$ cat src/rtl/lsync_pkg.sv
package lsync_pkg;

  typedef enum logic {
    ST_HUNT = 1'b0,
    ST_LOCK = 1'b1
  } lsync_state_e;

  // Comma count after one valid group while hunting.
  function automatic int unsigned acq_step(int unsigned cnt, logic comma, logic err);
    if (err)        return 0;
    else if (comma) return cnt + 1;
    else            return cnt;
  endfunction

  // Error tally after a completed good run; floors at zero.
  function automatic int unsigned leak_dec(int unsigned e);
    return (e == 0) ? 0 : e - 1;
  endfunction

  // Lock state transition.
  function automatic lsync_state_e state_next(lsync_state_e cur, logic acq_done, logic loss_hit);
    case (cur)
      ST_HUNT: return acq_done ? ST_LOCK : ST_HUNT;
      default: return loss_hit ? ST_HUNT : ST_LOCK;
    endcase
  endfunction

endpackage

$ cat src/rtl/lsync_acq.sv
module lsync_acq #(
  parameter int ACQ_COMMAS = 4
) (
  input  logic clk,
  input  logic rst_n,
  input  logic hunt,
  input  logic cg_valid,
  input  logic cg_comma,
  input  logic cg_error,
  output logic acq_done
);
  import lsync_pkg::*;

  localparam int CW = $clog2(ACQ_COMMAS + 1);

  logic [CW-1:0] cnt_q;

  assign acq_done = hunt & cg_valid & ~cg_error & cg_comma &
                    (cnt_q == CW'(ACQ_COMMAS - 1));

  always_ff @(posedge clk or negedge rst_n) begin
    if (!rst_n)
      cnt_q <= '0;
    else if (!hunt || acq_done)
      cnt_q <= '0;
    else if (cg_valid)
      cnt_q <= CW'(acq_step(int'(cnt_q), cg_comma, cg_error));
  end

endmodule

$ cat src/rtl/lsync_err_leak.sv
module lsync_err_leak #(
  parameter int LOSS_ERRS = 17,
  parameter int HEAL_RUN  = 16,
  localparam int EW = $clog2(LOSS_ERRS + 1)
) (
  input  logic          clk,
  input  logic          rst_n,
  input  logic          locked,
  input  logic          cg_valid,
  input  logic          cg_error,
  output logic          loss_hit,
  output logic          heal_tick,
  output logic [EW-1:0] err_cnt
);
  import lsync_pkg::*;

  localparam int GW = $clog2(HEAL_RUN + 1);

  logic [EW-1:0] err_q;
  logic [GW-1:0] good_q;

  assign loss_hit  = locked & cg_valid &  cg_error & (err_q  == EW'(LOSS_ERRS - 1));
  assign heal_tick = locked & cg_valid & ~cg_error & (good_q == GW'(HEAL_RUN - 1));
  assign err_cnt   = err_q;

  always_ff @(posedge clk or negedge rst_n) begin
    if (!rst_n) begin
      err_q  <= '0;
      good_q <= '0;
    end else if (!locked || loss_hit) begin
      err_q  <= '0;
      good_q <= '0;
    end else if (cg_valid) begin
      if (cg_error) begin
        good_q <= '0;
        err_q  <= err_q + EW'(1);
      end else if (heal_tick) begin
        good_q <= '0;
        err_q  <= EW'(leak_dec(int'(err_q)));
      end else begin
        good_q <= good_q + GW'(1);
      end
    end
  end

endmodule

$ cat src/rtl/lane_sync_fsm.sv
module lane_sync_fsm #(
  parameter int ACQ_COMMAS = 4,
  parameter int LOSS_ERRS  = 17,
  parameter int HEAL_RUN   = 16,
  localparam int EW = $clog2(LOSS_ERRS + 1)
) (
  input  logic          clk,
  input  logic          rst_n,
  input  logic          cg_valid,
  input  logic          cg_comma,
  input  logic          cg_error,
  output logic          sync_ok,
  output logic [EW-1:0] err_count
);
  import lsync_pkg::*;

  lsync_state_e state_q;
  logic acq_done;
  logic loss_hit;
  logic heal_tick;
  logic hunt;
  logic locked;

  assign hunt   = (state_q == ST_HUNT);
  assign locked = (state_q == ST_LOCK);

  lsync_acq #(.ACQ_COMMAS(ACQ_COMMAS)) u_acq (
    .clk      (clk),
    .rst_n    (rst_n),
    .hunt     (hunt),
    .cg_valid (cg_valid),
    .cg_comma (cg_comma),
    .cg_error (cg_error),
    .acq_done (acq_done)
  );

  lsync_err_leak #(.LOSS_ERRS(LOSS_ERRS), .HEAL_RUN(HEAL_RUN)) u_leak (
    .clk       (clk),
    .rst_n     (rst_n),
    .locked    (locked),
    .cg_valid  (cg_valid),
    .cg_error  (cg_error),
    .loss_hit  (loss_hit),
    .heal_tick (heal_tick),
    .err_cnt   (err_count)
  );

  always_ff @(posedge clk or negedge rst_n) begin
    if (!rst_n) state_q <= ST_HUNT;
    else        state_q <= state_next(state_q, acq_done, loss_hit);
  end

  assign sync_ok = locked;

endmodule

$ cat config.mk
export PLATFORM = sky130hd
export DESIGN_NAME = lane_sync_fsm
export DESIGN_NICKNAME = d
export VERILOG_FILES = /design/src/rtl/lsync_pkg.sv /design/src/rtl/lsync_acq.sv /design/src/rtl/lsync_err_leak.sv /design/src/rtl/lane_sync_fsm.sv
export SDC_FILE = /design/constraint.sdc
export NUM_CORES = 1
export LEC_CHECK = 0
export BUFFER_PORTS_ARGS = -buffer_cell sky130_fd_sc_hd__buf_2
export CORE_MARGIN = 2
export CORE_UTILIZATION = 50
export CTS_CLUSTER_SIZE = 40
export DETAILED_ROUTE_END_ITERATION = 16
export GPL_TIMING_DRIVEN = 1
export PLACE_DENSITY_LB_ADDON = 0.05
export SKIP_LAST_GASP = 1
export SLEW_MARGIN = 5
export SYNTH_ARGS = -nofsm -noshare
export SYNTH_HDL_FRONTEND = slang
export SYNTH_SLANG_ARGS = --single-unit
$ cat constraint.sdc
create_clock -name clk -period 1.9 [get_ports clk]
set_input_delay 0.095 -clock clk [delete_from_list [all_inputs] [get_ports clk]]
set_output_delay 0.095 -clock clk [all_outputs]
set_load 0.01 [all_outputs]
==> Word level (Yosys, flattened, before mapping) <==
Cells that the tools add are included.
{ "classes": {"add_sub_neg": 4, "eq_ne": 3, "muxes": 16, "bitwise_logic": 11, "n_reduce_logical": 10} }
{ "op_table": {"columns": ["op", "count"], "rows": [
  ["$mux W5", 9],
  ["$mux W3", 4],
  ["$add A5 B1 Y5 const B", 2],
  ["$and A1 B1 Y1", 9],
  ["$reduce_bool A3 Y1", 2],
  ["$eq A5 B4 Y1 const B", 1],
  ["$eq A5 B5 Y1 const B", 1],
  ["$logic_not A5 Y1", 1],
  ["$sub A5 B1 Y5 const B", 1],
  ["$reduce_and A2 Y1", 2],
  ["$reduce_bool A2 Y1", 2],
  ["$add A3 B1 Y3 const B", 1],
  ["$eq A3 B2 Y1 const B", 1],
  ["$mux W1", 3],
  ["$logic_or A1 B1 Y1", 2],
  ["$not A1 Y1", 2],
  ["$logic_not A1 Y1", 1]
]} }
{ "word_totals": {"register_bits": 14, "in_bits": 5, "output_inout_bits": 6, "wordCells": 48} }

==> Logic depth before layout (Yosys ltp) <==
{ "logic_depth": {"depth_word": 8, "mapped_depth": 6, "depth_no_buf": 6} }

==> By module <==
A second synthesis with hierarchy kept.
{ "hier_totals": {"hier_cells": 107, "hier_area_um2": 989.7} }
{ "by_module_without_submodules": {"columns": ["module", "n_inst", "cells_each", "area_each_um2", "seq_area_each_um2"], "rows": [
  ["lsync_err_leak", 1, 82, 724.4, 250.2],
  ["lsync_acq", 1, 21, 227.7, 75.1],
  ["lane_sync_fsm", 1, 4, 37.5, 25.0]
]} }

==> Worst setup path after synthesis <==
Ideal clock, no wire load.
{ "synth_path": {"path_kind": "register to register", "start": "reg u_leak.err_q[0] (netlist: u_leak.err_cnt[0])", "end": "reg u_leak.err_q[2] (netlist: u_leak.err_cnt[2])", "setup_ps": 78, "arrival_time_ps": 1480, "required_ps": 1822, "setup_slack_ps": 342, "stages_incl_launch_ff": 7, "n_path_buf": 0, "period_less_slack_ps": 1558, "path_cell_list": "dfrtp_1 -> inv_1 -> ha_1 -> nor3b_1 -> o21ai_2 -> or4b_1 -> a21boi_1"} }
{ "synth_between": {"elab_chain_len": 6, "word_cells_on_any_way": 14, "classes_between": "add/sub (2); eq/ne (1); mux (5); bitwise (1); reduce/logical (5)"} }
{ "synth_lines": {"columns": ["element", "line", "rtl"], "rows": [
  ["start, declared", "lsync_err_leak.sv:19", "logic [EW-1:0] err_q;"],
  ["start signal, assigned", "lsync_err_leak.sv:36", "err_q <= err_q + EW'(1);"],
  ["start signal, assigned", "lsync_err_leak.sv:39", "err_q <= EW'(leak_dec(int'(err_q)));"],
  ["$sub A5 B1 Y5 / $logic_not A5 Y1 (equally long branches)", "lsync_pkg.sv:17", "return (e == 0) ? 0 : e - 1;"],
  ["$mux W5", "lsync_pkg.sv:17", null],
  ["$mux W5", "lsync_err_leak.sv:37", "end else if (heal_tick) begin"],
  ["$mux W5", "lsync_err_leak.sv:34", "if (cg_error) begin"],
  ["$mux W5", "lsync_err_leak.sv:33", "end else if (cg_valid) begin"],
  ["$mux W5", "lsync_err_leak.sv:30", "end else if (!locked || loss_hit) begin"]
]} }
Several ways; a longest one is shown, not always the timed one. The select of a mux whose other input is x is not followed.
A chain may end at the register's enable or synchronous reset.

==> Worst setup path after layout <==
Ends and elaborated chain as after synthesis.

==> flow_metrics.tcl <==
set metrics [dict create \
    status "completed" \
    reg2reg_to "u_leak.err_cnt[2]" \
    cts_setup_buffers 0 \
    total_power_mw 0.647 \
    cts_buffer_depth 2 \
    max_freq_ghz 0.608 \
    num_antenna_cells 0 \
    power_switching_share 0.275 \
    root_buffer "clkbuf_4" \
    end_kind "flip-flop" \
    multi_input_area_um2 444 \
    p_leak_nw 0.421 \
    clk_pin_slew_ns 0.09 \
    layout_min_cycle_time_ns 1.64 \
    r2r_slack_ns 0.26 \
    postCtsResizedCells 0 \
    yosysMostFrequentCell "dfrtp_1" \
    numPortBuffers 10 \
    first_global_vias 641 \
    ir_worst_vdd_mv 0.505 \
    cts_buffers 3 \
    postSynthAreaPerCell_um2 9.63 \
    initial_utilization 0.550 \
    r2r_start "u_leak.err_cnt[0]" \
    clk-insertion-delay-late_ns 0.28 \
    vias_per_cell 5.78 \
    register_area_um2 350 \
    p_comb_frac 0.139 \
    yosys.area.top_type "dfrtp_1" \
    die_x_um 45.2 \
    grt_start_max_net_pins 18 \
    first_pass_iters 4 \
    wl_per_cell_um 14.6 \
    worstPathRequired_ns 2.10 \
    antenna_found_initial 0 \
    dpl.cell_count 110 \
    crit_chain "inv_1 -> ha_1 -> nor3b_1 -> o21ai_2 -> or4b_1 -> a21boi_1" \
    hold_violations 0 \
    worstSetupStartpointType "flip-flop" \
    syn_area_um2 847 \
    pwr-share-seq 0.526 \
    tritoncts "done" \
    h-tree-depth 1 \
    grt_pass1_wl_um 2820 \
    first_iter_violations 20 \
    ctsHoldBuffers 1 \
    tightest_slew_ns 0.515 \
    relSlewSlack 0.656 \
    layout.nets 110 \
    cpLargestDelayFamily "simple AND/OR/NAND/NOR gates" \
    finalSetupTns_ns 0 \
    slowest_delay_ns 0.45 \
    synth-async-reset-ratio 1.00 \
    path_buf_inv 1 \
    finish.instance_area_um2 933 \
    grtUsageTotal 0.193 \
    yosysWarnings 0 \
    seq_area_frac_synth 0.414 \
    area_growth_pct 10.2 \
    p_sw_mw 0.178 \
    maxSlewViolCount 0 \
    num_io_pins 11 \
    synth.distinct_cells 34 \
    fin_skew_ns 0.00696 \
    synth_seq_cells 14 \
    dr_total_vias 665 \
    cp_max_fo 6 \
    p_per_area_nw_per_um2 693 \
    finalSetupViolations 0 \
    grt_remaining_overflow 0 \
    row_count 14 \
    die_h_um 45.2 \
    gp_congestion 0.776 \
    dpl_cell_area_um2 887 \
    p_int_mw 0.469 \
    finalCritPeriodShare 0.866 \
    final_cell_count_no_fill 115 \
    dp_hpwl_um 1130 \
    drtAntennaViolNets 0 \
    synth_common_cells "dfrtp_1 (14), nand2_1 (9), o21ai_0 (7)" \
    min_to "u_leak.good_q[4]" \
    synth_edf_count 0 \
    cts_sinks 14 \
    crit_arrival_ns 1.85 \
    hp-start "cg_valid" \
    postSynthCellCount 88 \
    slowest_stage "dfrtp_1" \
    reg2regPathDepth 6 \
    synth_top_area_share 0.414 \
    clkPwrFrac 0.335 \
    layout-drive-gt1-share 0.202 \
    synth_nets 98 \
    dominantRegCellSynth "dfrtp_1" \
    synthTopCellsByArea "dfrtp_1 (41%), ha_1 (7.4%), o21ai_0 (4.1%), nand2_1 (4.0%), nand2b_1 (3.0%)" \
    core_area_um2 1540 \
    fin_util 0.606 \
    die_area_um2 2040 \
    min_path_type "in -> reg" \
    wl_um 1680 \
    nFillCells 148 \
    drc 0 \
    critPathKind "reg -> reg" \
    rsz0062_at_grt "false" \
    drv_cap 0 \
    hold_depth 2 \
]
## sequential cells by signal, indices dropped and copies added, names as in the netlist
name,flops
sync_ok,1
u_acq.cnt_q,3
u_leak.err_cnt,5
u_leak.good_q,5
## layer usage
| layer | track usage | wire (um) | up-vias | part of all wire |
|---|---|---|---|---|
| met3 | 0.0240 | 55 | 2 | 0.033 |
| met2 | 0.300 | 766 | 9 | 0.46 |
| met4 | 0.0706 | 10 | 0 | 0.0060 |
| met5 | 0 | 0 | - | 0 |
| li1 | - | - | 334 | - |
| met1 | 0.275 | 844 | 320 | 0.50 |
## power by group through the flow
stage | combinational (mW) | clock (mW) | sequential (mW)
floorplan | 0.0787 | 0 | 0.329
global placement | 0.0872 | 0 | 0.345
detailed placement | 0.0888 | 0 | 0.346
CTS | 0.0914 | 0.222 | 0.339
global route | 0.103 | 0.234 | 0.345
finish | 0.0902 | 0.217 | 0.340
## cells by family after synthesis
group                    Yosys count  synth area share
AND/OR/NAND/NOR                   35             0.242
buffers and inverters             10            0.0620
flip-flops                        14             0.414
adder cells (fa/ha/maj)            5            0.0739
multiplexers                       2            0.0236
AO/OA/AOI/OAI                     21             0.174
XOR/XNOR                           1            0.0103
## cells in the final DEF (no fill, tap or decap), types with 2 or more instances in the layout
cell / Yosys / layout
nand4_1: 2 / 2
ha_1: 5 / 5
nor2b_1: 3 / 3
inv_1: 6 / 6
buf_2: 0 / 10
o21a_1: 2 / 2
clkbuf_4: 0 / 3
a21oi_1: 3 / 3
nor3b_1: 3 / 3
nor2_1: 4 / 4
nand2_1: 9 / 9
o21ai_0: 7 / 7
nand2b_1: 4 / 4
mux2i_1: 2 / 2
nand3_1: 2 / 2
dfrtp_1: 14 / 14
## stage by stage
stage	setup WS, ns	hold WS [ns]
after global placement	0.316	0.00608
final	0.255	0.136
after CTS	0.255	0.130
after detailed placement	0.288	0.00593
after global routing	0.139	0.149
after floorplan	0.342	-0.201
## layout make-up
class,instances,share of cell area
inverter,6,0.0241
sequential,14,0.375
timing repair buffer,11,0.0643
multi-input combinational,64,0.476
tap,16,0.0214
clock buffer,4,0.0389
## worst max path at each step
stage,from,to,slack (ns),cells past startpoint
global placement,u_leak.good_q[0],u_leak.err_cnt[2],0.32,5
detailed placement,u_leak.good_q[0],u_leak.err_cnt[2],0.29,5
floorplan,u_leak.err_cnt[0],u_leak.err_cnt[2],0.34,6
finish,u_leak.err_cnt[0],u_leak.err_cnt[2],0.26,6
CTS,u_leak.err_cnt[0],u_leak.err_cnt[2],0.26,6
global route,u_leak.err_cnt[0],u_leak.err_cnt[2],0.14,6
No activity file was read; power rests on OpenSTA's default activity.
